File: src/rtl/can_id_filter.sv
module can_id_filter #(
  parameter int NBUF = 15
) (
  input  logic                    clk,
  input  logic                    rst_n,
  input  logic                    frm_valid_i,
  input  logic [15:0]             frm_base_i,
  input  logic [15:0]             frm_ext_i,
  input  logic [16*NBUF-1:0]      buf_base_i,
  input  logic [16*NBUF-1:0]      buf_ext_i,
  input  logic [4*NBUF-1:0]       buf_state_i,
  input  logic [15:0]             gmask_base_i,
  input  logic [15:0]             gmask_ext_i,
  input  logic [15:0]             bmask_base_i,
  input  logic [15:0]             bmask_ext_i,
  output logic                    hit_o,
  output logic                    miss_o,
  output logic [$clog2(NBUF)-1:0] hit_idx_o
);
  localparam int IW = $clog2(NBUF);
  localparam logic [3:0] ST_READY = 4'b0010;
  localparam logic [3:0] ST_FULL  = 4'b0100;

  wire frm_is_ext = frm_base_i[3];
  logic [NBUF-1:0] match;

  for (genvar g = 0; g < NBUF; g++) begin : g_cmp
    wire [15:0] mb = (g == NBUF-1) ? bmask_base_i : gmask_base_i;
    wire [15:0] me = (g == NBUF-1) ? bmask_ext_i  : gmask_ext_i;
    wire [3:0]  st = buf_state_i[4*g +: 4];
    wire [15:0] db = (frm_base_i ^ buf_base_i[16*g +: 16]) & ~mb;
    wire [15:0] de = (frm_ext_i  ^ buf_ext_i[16*g +: 16])  & ~me;
    wire        ok = (st == ST_READY) || (st == ST_FULL);
    assign match[g] = ok && (db[15:3] == '0) &&
                      (!frm_is_ext || ((db[2:0] == '0) && (de == '0)));
  end

  logic          found;
  logic [IW-1:0] sel;

  always_comb begin
    found = 1'b0;
    sel   = '0;
    for (int i = NBUF-2; i >= 0; i--) begin
      if (match[i]) begin
        found = 1'b1;
        sel   = IW'(i);
      end
    end
    if (!found && match[NBUF-1]) begin
      found = 1'b1;
      sel   = IW'(NBUF-1);
    end
  end

  always_ff @(posedge clk) begin
    if (!rst_n) begin
      hit_o     <= 1'b0;
      miss_o    <= 1'b0;
      hit_idx_o <= '0;
    end else begin
      hit_o     <= frm_valid_i && found;
      miss_o    <= frm_valid_i && !found;
      hit_idx_o <= (frm_valid_i && found) ? sel : '0;
    end
  end
endmodule


File: config.mk
export PLATFORM = sky130hd
export DESIGN_NAME = can_id_filter
export DESIGN_NICKNAME = d
export VERILOG_FILES = /design/src/rtl/can_id_filter.sv
export SDC_FILE = /design/constraint.sdc
export NUM_CORES = 1
export LEC_CHECK = 0
export CAP_MARGIN = 20
export CORE_AREA = 2 2 251 253
export DETAILED_ROUTE_END_ITERATION = 16
export DIE_AREA = 0 0 253 255
export DONT_BUFFER_PORTS = 1
export SLEW_MARGIN = 20
export SYNTH_ARGS = -nofsm -noshare
export SYNTH_HDL_FRONTEND = slang
export SYNTH_SLANG_ARGS = --single-unit
File: constraint.sdc
create_clock -name clk -period 2.4 [get_ports clk]
set_input_delay 0 -clock clk [delete_from_list [all_inputs] [get_ports clk]]
set_output_delay 0 -clock clk [all_outputs]
set_load 0.02 [all_outputs]
# Word level (Yosys, flattened, before mapping)
# Cells that the tools add are included.
word_totals:
  ff_bits: 6
  in_bits: 639
  output_inout_bits: 6
  wordCells: 258
op_classes:
  eq_ne: 30
  mux: 30
  n_bitwise: 66
  reduce_logical: 128
op_table:
  columns: ["operator", "count"]
  rows:
  - ["$and A16 B16 Y16", 30]
  - ["$xor A16 B16 Y16", 30]
  - ["$logic_not A16 Y1", 15]
  - ["$logic_not A13 Y1", 15]
  - ["$not A16 Y16", 4]
  - ["$eq A4 B2 Y1 const B", 15]
  - ["$eq A4 B3 Y1 const B", 15]
  - ["$mux W4", 15]
  - ["$logic_and A1 B1 Y1", 48]
  - ["$logic_not A3 Y1", 15]
  - ["$logic_or A1 B1 Y1", 30]
  - ["$mux W1", 15]
  - ["$reduce_or A4 Y1", 1]
  - ["$logic_not A1 Y1", 3]
  - ["$not A1 Y1", 2]
  - ["$reduce_and A2 Y1", 1]

# Logic depth before layout (Yosys ltp)
# Gate-level depths: netlist (run 1).
logic_depth:
  word_depth: 26
  depth_mapped: 10
  depth_no_buf: 8

# Least setup slack after synthesis (run 1)
# No wires, ideal clock.
synth_timing:
  path_type: "input to register"
  startpoint: "input port frm_ext_i[11]"
  endpoint: "register hit_idx_o[1]"
  setup_time_ns: 0.124
  arrival_time_ns: 1.847
  required_ns: 2.276
  path_slack_ns: 0.428
  path_stages: 9
  n_path_buf: 1
  cell_sequence: "buf_2 xnor2_1 o22ai_1 or4_1 o41ai_2 o2bb2ai_1 nor3_1 o41ai_2 a21boi_1"
synth_between:
  elab_chain_cells: 25
  word_cells_on_any_way: 123
  classes_between: "mux: 29; bitwise: 30; reduce/logical: 64"
synth_lines:
  columns: ["element", "line", "text"]
  rows:
  - ["start: declaration", "8", "input logic [15:0] frm_ext_i,"]
  - ["$xor A16 B16 Y16", "32", "wire [15:0] de = (frm_ext_i ^ buf_ext_i[16*g +: 16]) & ~me;"]
  - ["$and A16 B16 Y16", "32", null]
  - ["$logic_not A16 Y1", "35", "(!frm_is_ext || ((db[2:0] == '0) && (de == '0)));"]
  - ["$logic_and A1 B1 Y1", "35", null]
  - ["$logic_or A1 B1 Y1", "35", null]
  - ["$logic_and A1 B1 Y1", "34", "assign match[g] = ok && (db[15:3] == '0) &&"]
  - ["$mux W1 (14 in a row)", "45", "if (match[i]) begin"]
  - ["$logic_not A1 Y1", "50", "if (!found && match[NBUF-1]) begin"]
  - ["$logic_and A1 B1 Y1", "50", null]
  - ["$mux W1", "50", null]
  - ["$logic_and A1 B1 Y1", "64", "hit_idx_o <= (frm_valid_i && found) ? sel : '0;"]
  - ["$reduce_and A2 Y1 (no line)", null, null]
  - ["end signal: assignment", "64", null]
  - ["end: declaration", "18", "output logic [$clog2(NBUF)-1:0] hit_idx_o"]
# Parallel ways exist; a longest one is shown, timed or not.
# A chain may end at the register's enable or synchronous reset.

# Final worst setup path (run 1)
layout_timing:
  startpoint: "input port frm_ext_i[9]"
  endpoint: "register hit_idx_o[1]"
# Same word-level chain as after synthesis.

==> metrics.txt, run 1 <==
largest family of logic cells by synthesized area=XOR/XNOR gates; final setup fails=0; Max Cap Viol=0; RSZ-0062 raised after global routing=no; most frequent cells in the layout=xnor2_1 (481), o22ai_1 (224), nor2_1 (56), nor4_1 (41), buf_4 (26); slew at the pin with the worst max-slew slack=0.962 ns; yosys warns=0; Max VDD drop=0.000238 V; Hold Vio Cnt, Final=0; Final Wtd Congestion=0.995; pin count of the biggest net entering global routing=20; Crit Path Class=in2reg; CP Capture Point=hit_idx_o[1]; Post-synth EDFFs=0; syn_nets=1647; CP endpoint kind=flop; Largest stage delay, worst path=about 0.70 ns; total grt overflow=0; Root Driver=clkbuf_16; post-synthesis mux area share=0%; Die H=roughly 260 microns; GR Util All Layers=between 10 and 15%; io pins=~650; CTS tree=done; CP cell instances=xnor2_1 -> o22ai_1 -> nor4_1 -> a31oi_1 -> o22ai_1 -> nor3_1 -> o41ai_2 -> a21boi_1; Post-CTS Setup Bufs=0; PortBufs=0; commonest non-fill, non-tap cell in the layout=xnor2_1; Slew Limit Fails=0; Sink Count=6; P per Cell Area=228 mW/mm^2; DRC violation count after routing=0; Worst Path Required=roughly 2.5 ns; CTS Buffer Depth=2; Post-Synth Adder-Cell Area=0%; startpoint type of the worst setup path=primary input; Hold WC Path Type=in2reg; core area=about 0.062 sq mm; worst rel slew slack=35.3%; total die area=approximately 0.065 sq mm; Initial Utilization=about 12%; HPWL after detailed placement=46.5 mm; synthesis-stage register bit count=6; wire length of the first global-routing pass=between 60 and 70 mm; syn_area_per_cell=approximately 7.5 sq um; Post-Synth XOR/XNOR Area=a little under three fifths; compound-gate portion of the synthesized area=23.8%; pre-CTS setup slack=-0.176 ns; vias per cell=around 4.8; die span in x=253 microns; nets=1581; Rows=92; wire per inst=just over 30 microns; Clock Pin Slew Worst Setup and Hold Paths=around 0.030 ns; main flop type after synthesis=dfxtp_1; drt initial violations=around 1100; Seq/Total Area, Yosys=under 10%; drt pass-1 iters=6; DR vias=around 8300; Worst EP arrival=approximately 2.3 ns; worst setup path startpoint=frm_ext_i[9]; Most Frequent Cell on Critical Path=o22ai_1; cells after synthesis=1008; post-route ant nets=0; initial antenna violation count=8; Critical Path Fanout Max=15; status=finished, final reports clean; fin crit period=between 2 and 2.5 ns; FMAX=0.453 GHz; Synth Area in Simple Gates=under 10%; Leakage Power=between 1.5 and 2 nW; final worst slack=0.190 ns; Post-Syn Area=0.00760 sq mm; drt total wl=around 53 mm; slowest cell on the critical path=nor4_1; Distinct cells, synth=35; CTS buffer count=3; layout cell share with drive strength beyond 1=4.47%; Final TNS setup=0 ns; ys async rst share=0%; number of H-tree levels=1; Tcrit/Tclk final=~90%; vias in the first global route=between 7000 and 8000; Synth-to-Final Area Change=8.43%
[sequential cells by signal, indices dropped and copies added, names as in the netlist]
signal and cells:
hit_idx_o 4, hit_o 1, miss_o 1
[report_power, final]
group	switching (mW)	leakage, nW	internal, mW	total (mW)
combinational	0.656	1.76	0.849	1.50
clock	0.0505	0.0370	0.213	0.264
sequential	0.00438	0.0486	0.102	0.107
[Yosys cell counts (3+ instances only)]
cell / instances / share of area, %
buf_4: 23 / 2.3
xor2_1: 5 / 0.58
o211ai_1: 5 / 0.49
o2111ai_1: 5 / 0.58
nand2_1: 6 / 0.30
o22ai_1: 224 / 18
nor4_1: 46 / 3.8
or4_1: 10 / 0.99
buf_2: 20 / 1.3
a21oi_1: 8 / 0.53
nor2_1: 56 / 2.8
buf_6: 26 / 3.9
clkbuf_1: 28 / 1.4
dfxtp_1: 6 / 1.6
nor3_1: 7 / 0.46
xnor2_2: 3 / 0.64
o21ai_0: 9 / 0.59
a31oi_1: 15 / 1.2
o221ai_1: 4 / 0.46
xnor2_1: 481 / 55
[critical path: cells and delay by family]
kind	cells	cell delay, ns
AOI/OAI and AO/OA	5	1.29
and+or+nand+nor	2	0.86
xor gates and xnor gates	1	0.16
[layer usage]
metal	vias up	routed length [microns]	GRT usage [%]
li1	3474	-	-
met1	3936	22200	20.6
met2	801	22000	21.2
met3	80	7230	6.38
met4	6	1160	2.67
met5	-	86	1.88
[how the worst min path moves through the flow]
| stage | endpoint | cells past startpoint | startpoint | slack, ns |
|---|---|---|---|---|
| after floorplan | hit_o | 2 | frm_valid_i | 0.20 |
| after global placement | hit_o | 2 | frm_valid_i | 0.35 |
| after detailed placement | miss_o | 2 | frm_valid_i | 0.36 |
| after CTS | hit_o | 2 | frm_valid_i | 0.13 |
| after global routing | hit_o | 2 | frm_valid_i | 0.14 |
| final | hit_o | 2 | frm_valid_i | 0.15 |
[layout make-up]
cell class,instances,area (sq um)
Fill cell,7167,53900
Sequential cell,6,120
Multi-Input combinational cell,903,6830
Clock buffer,3,75.1
Antenna cell,4,10.0
Tap cell,799,1000
Inverter,2,7.51
Timing Repair Buffer,26,195
[timing repair]
action                                  CTS  global route
gates resized for setup                   0             5
hold buffers                              0             0
endpoints found under the setup margin    0             5
hold endpoints to repair                  0             0
[stage by stage]
step | instances | util, % | hold WS [ns] | power (mW) | cell area [sq um]
finish | 1743 | 13.3 | 0.150 | 1.88 | 8240
global placement | 1736 | 13.1 | 0.348 | 1.60 | 8120
floorplan | 1008 | - | 0.197 | 1.50 | 7600
CTS | 1739 | 13.2 | 0.126 | 1.88 | 8200
detailed placement | 1736 | 13.1 | 0.361 | 1.60 | 8120
global route | 1741 | 13.2 | 0.145 | 2.03 | 8230
[kinds of logic (layout without fill, tap and decap cells)]
| kind of cell | Yosys count | after routing |
|---|---|---|
| AND/OR/NAND/NOR | 134 | 134 |
| flip-flops | 6 | 6 |
| buffers and inverters | 99 | 31 |
| AO/OA/AOI/OAI | 280 | 280 |
| other | 0 | 4 |
| XOR/XNOR | 489 | 489 |
Note: power is estimated with default switching activity, not from simulation.
==> inputs of run 2 (changes only) <==
--- a/config.mk
+++ b/config.mk
@@ -5,10 +5,11 @@
 export SDC_FILE = /design/constraint.sdc
 export NUM_CORES = 1
 export LEC_CHECK = 0
+export ABC_AREA = 1
 export CAP_MARGIN = 20
-export CORE_AREA = 2 2 251 253
+export CORE_AREA = 2 2 252 254
 export DETAILED_ROUTE_END_ITERATION = 16
-export DIE_AREA = 0 0 253 255
+export DIE_AREA = 0 0 254 256
 export DONT_BUFFER_PORTS = 1
 export SLEW_MARGIN = 20
 export SYNTH_ARGS = -nofsm -noshare
==> constraint.sdc (replaced) <==
create_clock -name clk -period 2.82 [get_ports clk]
set_input_delay 0 -clock clk [delete_from_list [all_inputs] [get_ports clk]]
set_output_delay 0 -clock clk [all_outputs]
set_load 0.02 [all_outputs]
==> run 2 against run 1 <==
  * Via count is 44% higher
  * Non-clock buffer count is 5 lower
  * Die area is 0.79% higher
  * Clock-buffer cell count stayed put
  * Area after synthesis is 21% higher
  * Core utilization is 2.2 points higher
  * Critical path depth is 5 higher
  * Combinational power is 20% lower
  * Cell count is 45% higher
  * Critical path type unchanged
==> metrics.txt, run 2 <==
most frequent cells in the layout=nand2_1 (369), nor2_1 (293), o21ai_0 (214), a21oi_1 (191), xnor2_1 (108); CTS resizes=0 (unchanged); status=finished, final reports clean; Post-CTS Setup Bufs=0 (unchanged); top post-synthesis cells by area=nand2_1 (15%), nor2_1 (12%), o21ai_0 (12%); Max Cap Viol=0 (unchanged); biggest registers after layout=hit_idx_o (4), hit_o (1), miss_o (1); HPWL after detailed placement=55.4 mm (+19%); Post-synth top cells=nand2_1 (369), nor2_1 (293), o21ai_0 (214); Critical Path Fanout Max=12 (-3); Die H=256 microns (+0.39%); CTS buffer count=3 (unchanged); Worst Path Required=2.93 ns (+0.43 ns); logic depth of the worst path, buffers included=13 (+5); Largest stage delay, worst path=0.73 ns (+0.03 ns); Hold Path Cell Cnt=3 (+1); vias per cell=4.71 (-0.97%); layout cell share with drive strength beyond 1=4.05% (-0.42 points); CP cell instances=inv_1 -> o21ai_0 -> a21oi_1 -> nor3_1 -> nand3_1 -> o21ai_1 -> nand4_1 -> nand2_1 -> nor2_2 -> nand2_2 -> nor2_4 -> a21oi_1 -> nor2_2; DR vias=11900 (+44%); wire length of the first global-routing pass=82.1 mm (+25%); slew at the pin with the worst max-slew slack=0.883 ns (-0.0789 ns); nets=2319 (+47%); Tcrit/Tclk final=a little over nine tenths; CTS tree=done; final setup fails=0 (unchanged); cell taking the most area after synthesis=nand2_1; Post-synth EDFFs=0 (unchanged); Leakage Power=3.81 nW (+110%); fin crit period=~2.6 ns; number of H-tree levels=1 (unchanged); Seq/Total Area, Yosys=1.31% (-0.27 points); DP Area=0.00955 sq mm (+18%); PortBufs=0 (unchanged); CTS Buffer Depth=2 (unchanged); core area=0.0624 sq mm (+0.37%); Distinct cells, synth=51 (+46%); design area=0.00964 sq mm (+17%); vias in the first global route=10700 (+43%); Crit Path Class=in2reg; worst rel slew slack=40.7% (+5.4 points); io pins=645 (unchanged); FMAX=about 0.38 GHz; Synth top area share=15.1% (-40 points); cells after synthesis=1776 (+76%); hold_buf cts=0 (unchanged); drt pass-1 iters=6 (unchanged); Final TNS setup=0 ns (unchanged); Final Wtd Congestion=0.995 (about the same); Worst EP arrival=2.75 ns (+0.44 ns); Net Sw Frac=48.7% (+11 points); Crit path max-delay family=simple AND/OR/NAND/NOR gates; Hold Vio Cnt, Final=0 (unchanged); commonest non-fill, non-tap cell in the layout=nand2_1; P per Cell Area=158 mW/mm^2 (-31%); Max VDD drop=0.000129 V (-46%); total die area=0.0650 sq mm (+0.79%); die span in x=254 microns (+0.40%); GR Util All Layers=18.0% (+3.1 points); internal power=0.781 mW (-33%); drt initial violations=1105 (-2.6%); synthesis-stage register bit count=6 (unchanged); Post-Syn Area=0.00919 sq mm (+21%); Gate power share=79.1% (-1.2 points); Rows=92 (unchanged); Initial Utilization=14.7% (+2.5 points); DRC violation count after routing=0 (unchanged); ys async rst share=0% (unchanged); most numerous cell in the Yosys netlist=nand2_1; CP endpoint kind=flop; Buf/Inv on CP=1 (+1); Slew Limit Fails=0 (unchanged); Sink Count=6 (unchanged); Hold WC Path Type=in2reg; Top reg by flops=hit_idx_o; drt total wl=62.7 mm (+19%); Switch Pwr=0.740 mW (+4.2%); RSZ-0062 raised after global routing=no; yosys warns=0 (unchanged); startpoint type of the worst setup path=primary input; total grt overflow=0 (unchanged); initial antenna violation count=7 (-1); syn_nets=2415 (+47%); Seq pwr share=5.9% (+0.2 points); Synth-to-Final Area Change=4.93%; clock share of power=15.0% (+0.9 points); Largest register FFs=4 (unchanged); wire per inst=24.8 microns (-18%); pin count of the biggest net entering global routing=40 (+100%); Root Driver=clkbuf_16; slowest cell on the critical path=nor3_1; Clock Pin Slew Worst Setup and Hold Paths=0.03 ns (about the same); syn_area_per_cell=5.17 sq um (-31%); main flop type after synthesis=dfxtp_1; post-route ant nets=0 (unchanged)
run 2: cell types whose count changed after synthesis, sizes merged, moves of 48 or more:
cell	before	now
nor2	56	300
a21oi	8	194
o21ai	9	301
nand3	2	57
buf	69	117
nand2	6	374
o22ai	224	13
inv	2	103
xnor2	484	109
run 2: worst paths after layout:
path / startpoint / end / slack, ns
min: frm_base_i[3] / hit_idx_o[0] / 0.09
max: gmask_ext_i[6] / hit_idx_o[2] / 0.18
run 2: area by class of cell:
cell class / count / area (sq um)
Fill cell: 7369 / 52700
Antenna cell: 9 / 22.5
Tap cell: 846 / 1060
Clock buffer: 3 / 75.1
Multi-Input combinational cell: 1544 / 7820
Sequential cell: 6 / 120
Inverter: 104 / 390
Timing Repair Buffer: 21 / 158
run 2: cell families after synthesis:
kind of cell,count (synthesis),synth area share [%]
AO/OA/AOI/OAI,591,35.5
XOR/XNOR,110,10.6
buffers and inverters,226,13.7
flip-flops,6,1.31
AND/OR/NAND/NOR,843,39.0
run 2: routing by layer:
layer	GRT usage, %	vias to the layer above	wire (microns)
li1	-	5816	-
met1	21.3	5303	24600
met4	6.73	2	2630
met2	30.7	738	29200
met5	0	-	13
met3	4.97	82	6280
run 2: power groups by stage:
stage / Sequential, mW / Combinational, mW / Clock [mW]
5_1_grt: 0.0902 / 1.35 / 0.237
2_1_floorplan: 0.0897 / 1.08 / 0
3_5_place_dp: 0.0913 / 1.21 / 0
6_report: 0.0901 / 1.20 / 0.228
4_1_cts: 0.0901 / 1.22 / 0.228
3_3_place_gp: 0.0915 / 1.21 / 0
run 2: tightest hold or removal path, stage by stage:
cell,delay (ns)
o21ai_1,0.09
nand3_2,0.10
a21oi_2,0.06
run 2: through the flow:
step | utilization (%) | power (mW) | hold WS (ns) | setup WS (ns) | std cells
after floorplan | - | 1.17 | 0.162 | 1.33 | 1776
after global placement | 15.3 | 1.30 | 0.306 | -0.0168 | 2521
after detailed placement | 15.3 | 1.31 | 0.308 | -0.0485 | 2521
after CTS | 15.4 | 1.54 | 0.0687 | 0.173 | 2524
after global routing | 15.5 | 1.68 | 0.0983 | 0.0844 | 2533
final | 15.5 | 1.52 | 0.0902 | 0.177 | 2533
==> inputs of run 3 (changes only) <==
==> constraint.sdc (replaced) <==
create_clock -name clk -period 2.82 [get_ports clk]
set_input_delay 0.141 -clock clk [delete_from_list [all_inputs] [get_ports clk]]
set_output_delay 0.141 -clock clk [all_outputs]
set_load 0.02 [all_outputs]
==> run 3 against run 2 <==
  * Worst hold slack better by 0.10 ns
  * Cell count barely moved
  * Power up 0.23%
  * Non-clock buffer count unchanged
  * First-iteration DRC count is 5.3% higher
  * Critical endpoint unchanged
  * Highest routed layer unchanged
==> metrics.txt, run 3 (same netlist as run 2, synthesis figures left out) <==
Initial Utilization=14.7% (unchanged); layout cell share with drive strength beyond 1=4.11% (+0.060 points); Top reg by flops=hit_idx_o; Gate power share=79.2% (about the same); core area=0.0624 sq mm (unchanged); initial antenna violation count=6 (-1); area of the multi-input gates=0.00782 sq mm (about the same); post-route ant nets=0 (unchanged); Max Cap Viol=0 (unchanged); Seq. cell area=120 sq um (unchanged); commonest non-fill, non-tap cell in the layout=nand2_1; clock share of power=14.9% (about the same); Net Sw Frac=48.7% (about the same); Die H=256 microns (unchanged); most frequent cells in the layout=nand2_1 (369), nor2_1 (293), o21ai_0 (214), a21oi_1 (191), xnor2_1 (108); P per Cell Area=158 mW/mm^2 (+0.23%); vias in the first global route=10600 (-0.38%); CP endpoint kind=flop; CP Capture Point=hit_idx_o[2]; Seq pwr share=5.9% (about the same); status=finished, final reports clean; io pins=645 (unchanged); PortBufs=0 (unchanged); RSZ-0062 raised after global routing=no; DRC violation count after routing=0 (unchanged); Root Driver=clkbuf_16; GR Util All Layers=18.2% (+0.21 points); slew at the pin with the worst max-slew slack=0.826 ns (-0.0573 ns); Worst Path Required=2.94 ns (about the same); CP cell instances=inv_1 -> o21ai_0 -> a21oi_1 -> nor3_1 -> nand3_1 -> o21ai_1 -> nand4_1 -> nand2_1 -> nor2_2 -> nand2_2 -> nor2_4 -> a21oi_1 -> nor2_2; total grt overflow=0 (unchanged); Worst EP arrival=2.58 ns (-0.17 ns); biggest registers after layout=hit_idx_o (4), hit_o (1), miss_o (1); vias per cell=4.69 (-0.52%); FMAX=0.406 GHz (+7.3%); Slew Limit Fails=0 (unchanged); CTS tree=done; number of H-tree levels=1 (unchanged); Util after Layout=15.5% (unchanged); Max VDD drop=0.000137 V (+6.2%); Post-CTS Setup Bufs=0 (unchanged); worst setup path startpoint=gmask_ext_i[6]; startpoint type of the worst setup path=primary input; worst rel slew slack=44.5% (+3.9 points); final setup fails=0 (unchanged); hold_buf cts=0 (unchanged); Rows=92 (unchanged); Hold WC Path Type=in2reg; CTS Buffer Depth=2 (unchanged); fillers=7418 (+0.66%); HPWL after detailed placement=55.9 mm (+1.0%); total die area=0.0650 sq mm (unchanged); Leakage Power=3.81 nW (about the same); fin crit period=2.46 ns (-0.180 ns); Largest stage delay, worst path=0.54 ns (-0.19 ns); Sink Count=6 (unchanged); Synth-to-Final Area Change=4.93% (unchanged); nets=2319 (unchanged); DR vias=11900 (-0.60%); pin count of the biggest net entering global routing=40 (unchanged); Tcrit/Tclk final=87.3% (-6.4 points); wire per inst=25.0 microns (+0.93%); Largest register FFs=4 (unchanged); Crit Path Class=in2reg; Switch Pwr=0.742 mW (+0.29%); CTS buffer count=3 (unchanged); drt initial violations=1164 (+5.3%); Final Power=1.52 mW (+0.23%); drt pass-1 iters=7 (+1); internal power=0.782 mW (+0.18%); Critical Path Fanout Max=12 (unchanged); drt total wl=63.3 mm (+0.85%); Hold Vio Cnt, Final=0 (unchanged); Clock Pin Slew Worst Setup and Hold Paths=0.03 ns (about the same); min-delay src=frm_base_i[3]; Final Wtd Congestion=0.965 (-3.0%); wire length of the first global-routing pass=82.7 mm (+0.77%); die span in x=254 microns (unchanged); slowest cell on the critical path=nor3_1
[run 3: changes by cell type in the layout (fill, tap and decap cells not counted)]
cell	before	now
diode_2	9	7
nor3_1	27	26
nor3_2	1	2
[run 3: final cells by class]
class / instances / area share (%)
Sequential cell: 6 / 1.25
Clock buffer: 3 / 0.779
Tap cell: 846 / 11.0
Multi-Input combinational cell: 1544 / 81.1
Inverter: 104 / 4.05
Timing Repair Buffer: 21 / 1.63
Antenna cell: 7 / 0.182
[run 3: worst min-delay path by stage]
| stage | endpoint | slack, ns | cells after the start |
|---|---|---|---|
| global route | hit_idx_o[0] | 0.21 | 3 |
| CTS | hit_idx_o[0] | 0.19 | 3 |
| finish | hit_idx_o[0] | 0.19 | 3 |
| floorplan | miss_o | 0.30 | 2 |
| detailed placement | hit_idx_o[0] | 0.44 | 3 |
| global placement | hit_idx_o[0] | 0.41 | 3 |
[run 3: worst max-delay path: cells and delay by family]
family	cells	cell delay, ns
buf+inv	1	0.17
simple gates	8	1.49
compound gates	4	0.75
[run 3: timing repair]
item	CTS	global route
setup endpoints to repair	3	0
hold endpoints to repair	0	0
gates resized for setup	1	0
[run 3: stage by stage]
| stage | setup TNS (ns) | setup WS (ns) | cells | hold WS (ns) | cell area, sq um |
|---|---|---|---|---|---|
| 2_1_floorplan | 0 | 1.19 | 1776 | 0.303 | 9190 |
| 3_3_place_gp | -0.936 | -0.218 | 2521 | 0.411 | 9550 |
| 3_5_place_dp | -1.34 | -0.290 | 2521 | 0.440 | 9550 |
| 4_1_cts | 0 | 0.231 | 2524 | 0.185 | 9630 |
| 5_1_grt | 0 | 0.138 | 2531 | 0.214 | 9640 |
| 6_report | 0 | 0.357 | 2531 | 0.195 | 9640 |
[run 3: metal layers]
| metal | up-vias | track usage (%) | part of all wire [%] |
|---|---|---|---|
| li1 | 5819 | - | - |
| met1 | 5226 | 21.8 | 39 |
| met2 | 734 | 31.8 | 48 |
| met3 | 88 | 4.32 | 9.4 |
| met4 | 2 | 5.95 | 3.6 |
| met5 | - | 0 | 0.035 |
[run 3: power by group through the flow]
| stage | registers [mW] | logic [mW] | clock network, mW |
|---|---|---|---|
| floorplan | 0.0897 | 1.08 | 0 |
| global placement | 0.0917 | 1.21 | 0 |
| detailed placement | 0.0915 | 1.22 | 0 |
| CTS | 0.0903 | 1.22 | 0.228 |
| global route | 0.0905 | 1.36 | 0.233 |
| finish | 0.0902 | 1.21 | 0.227 |
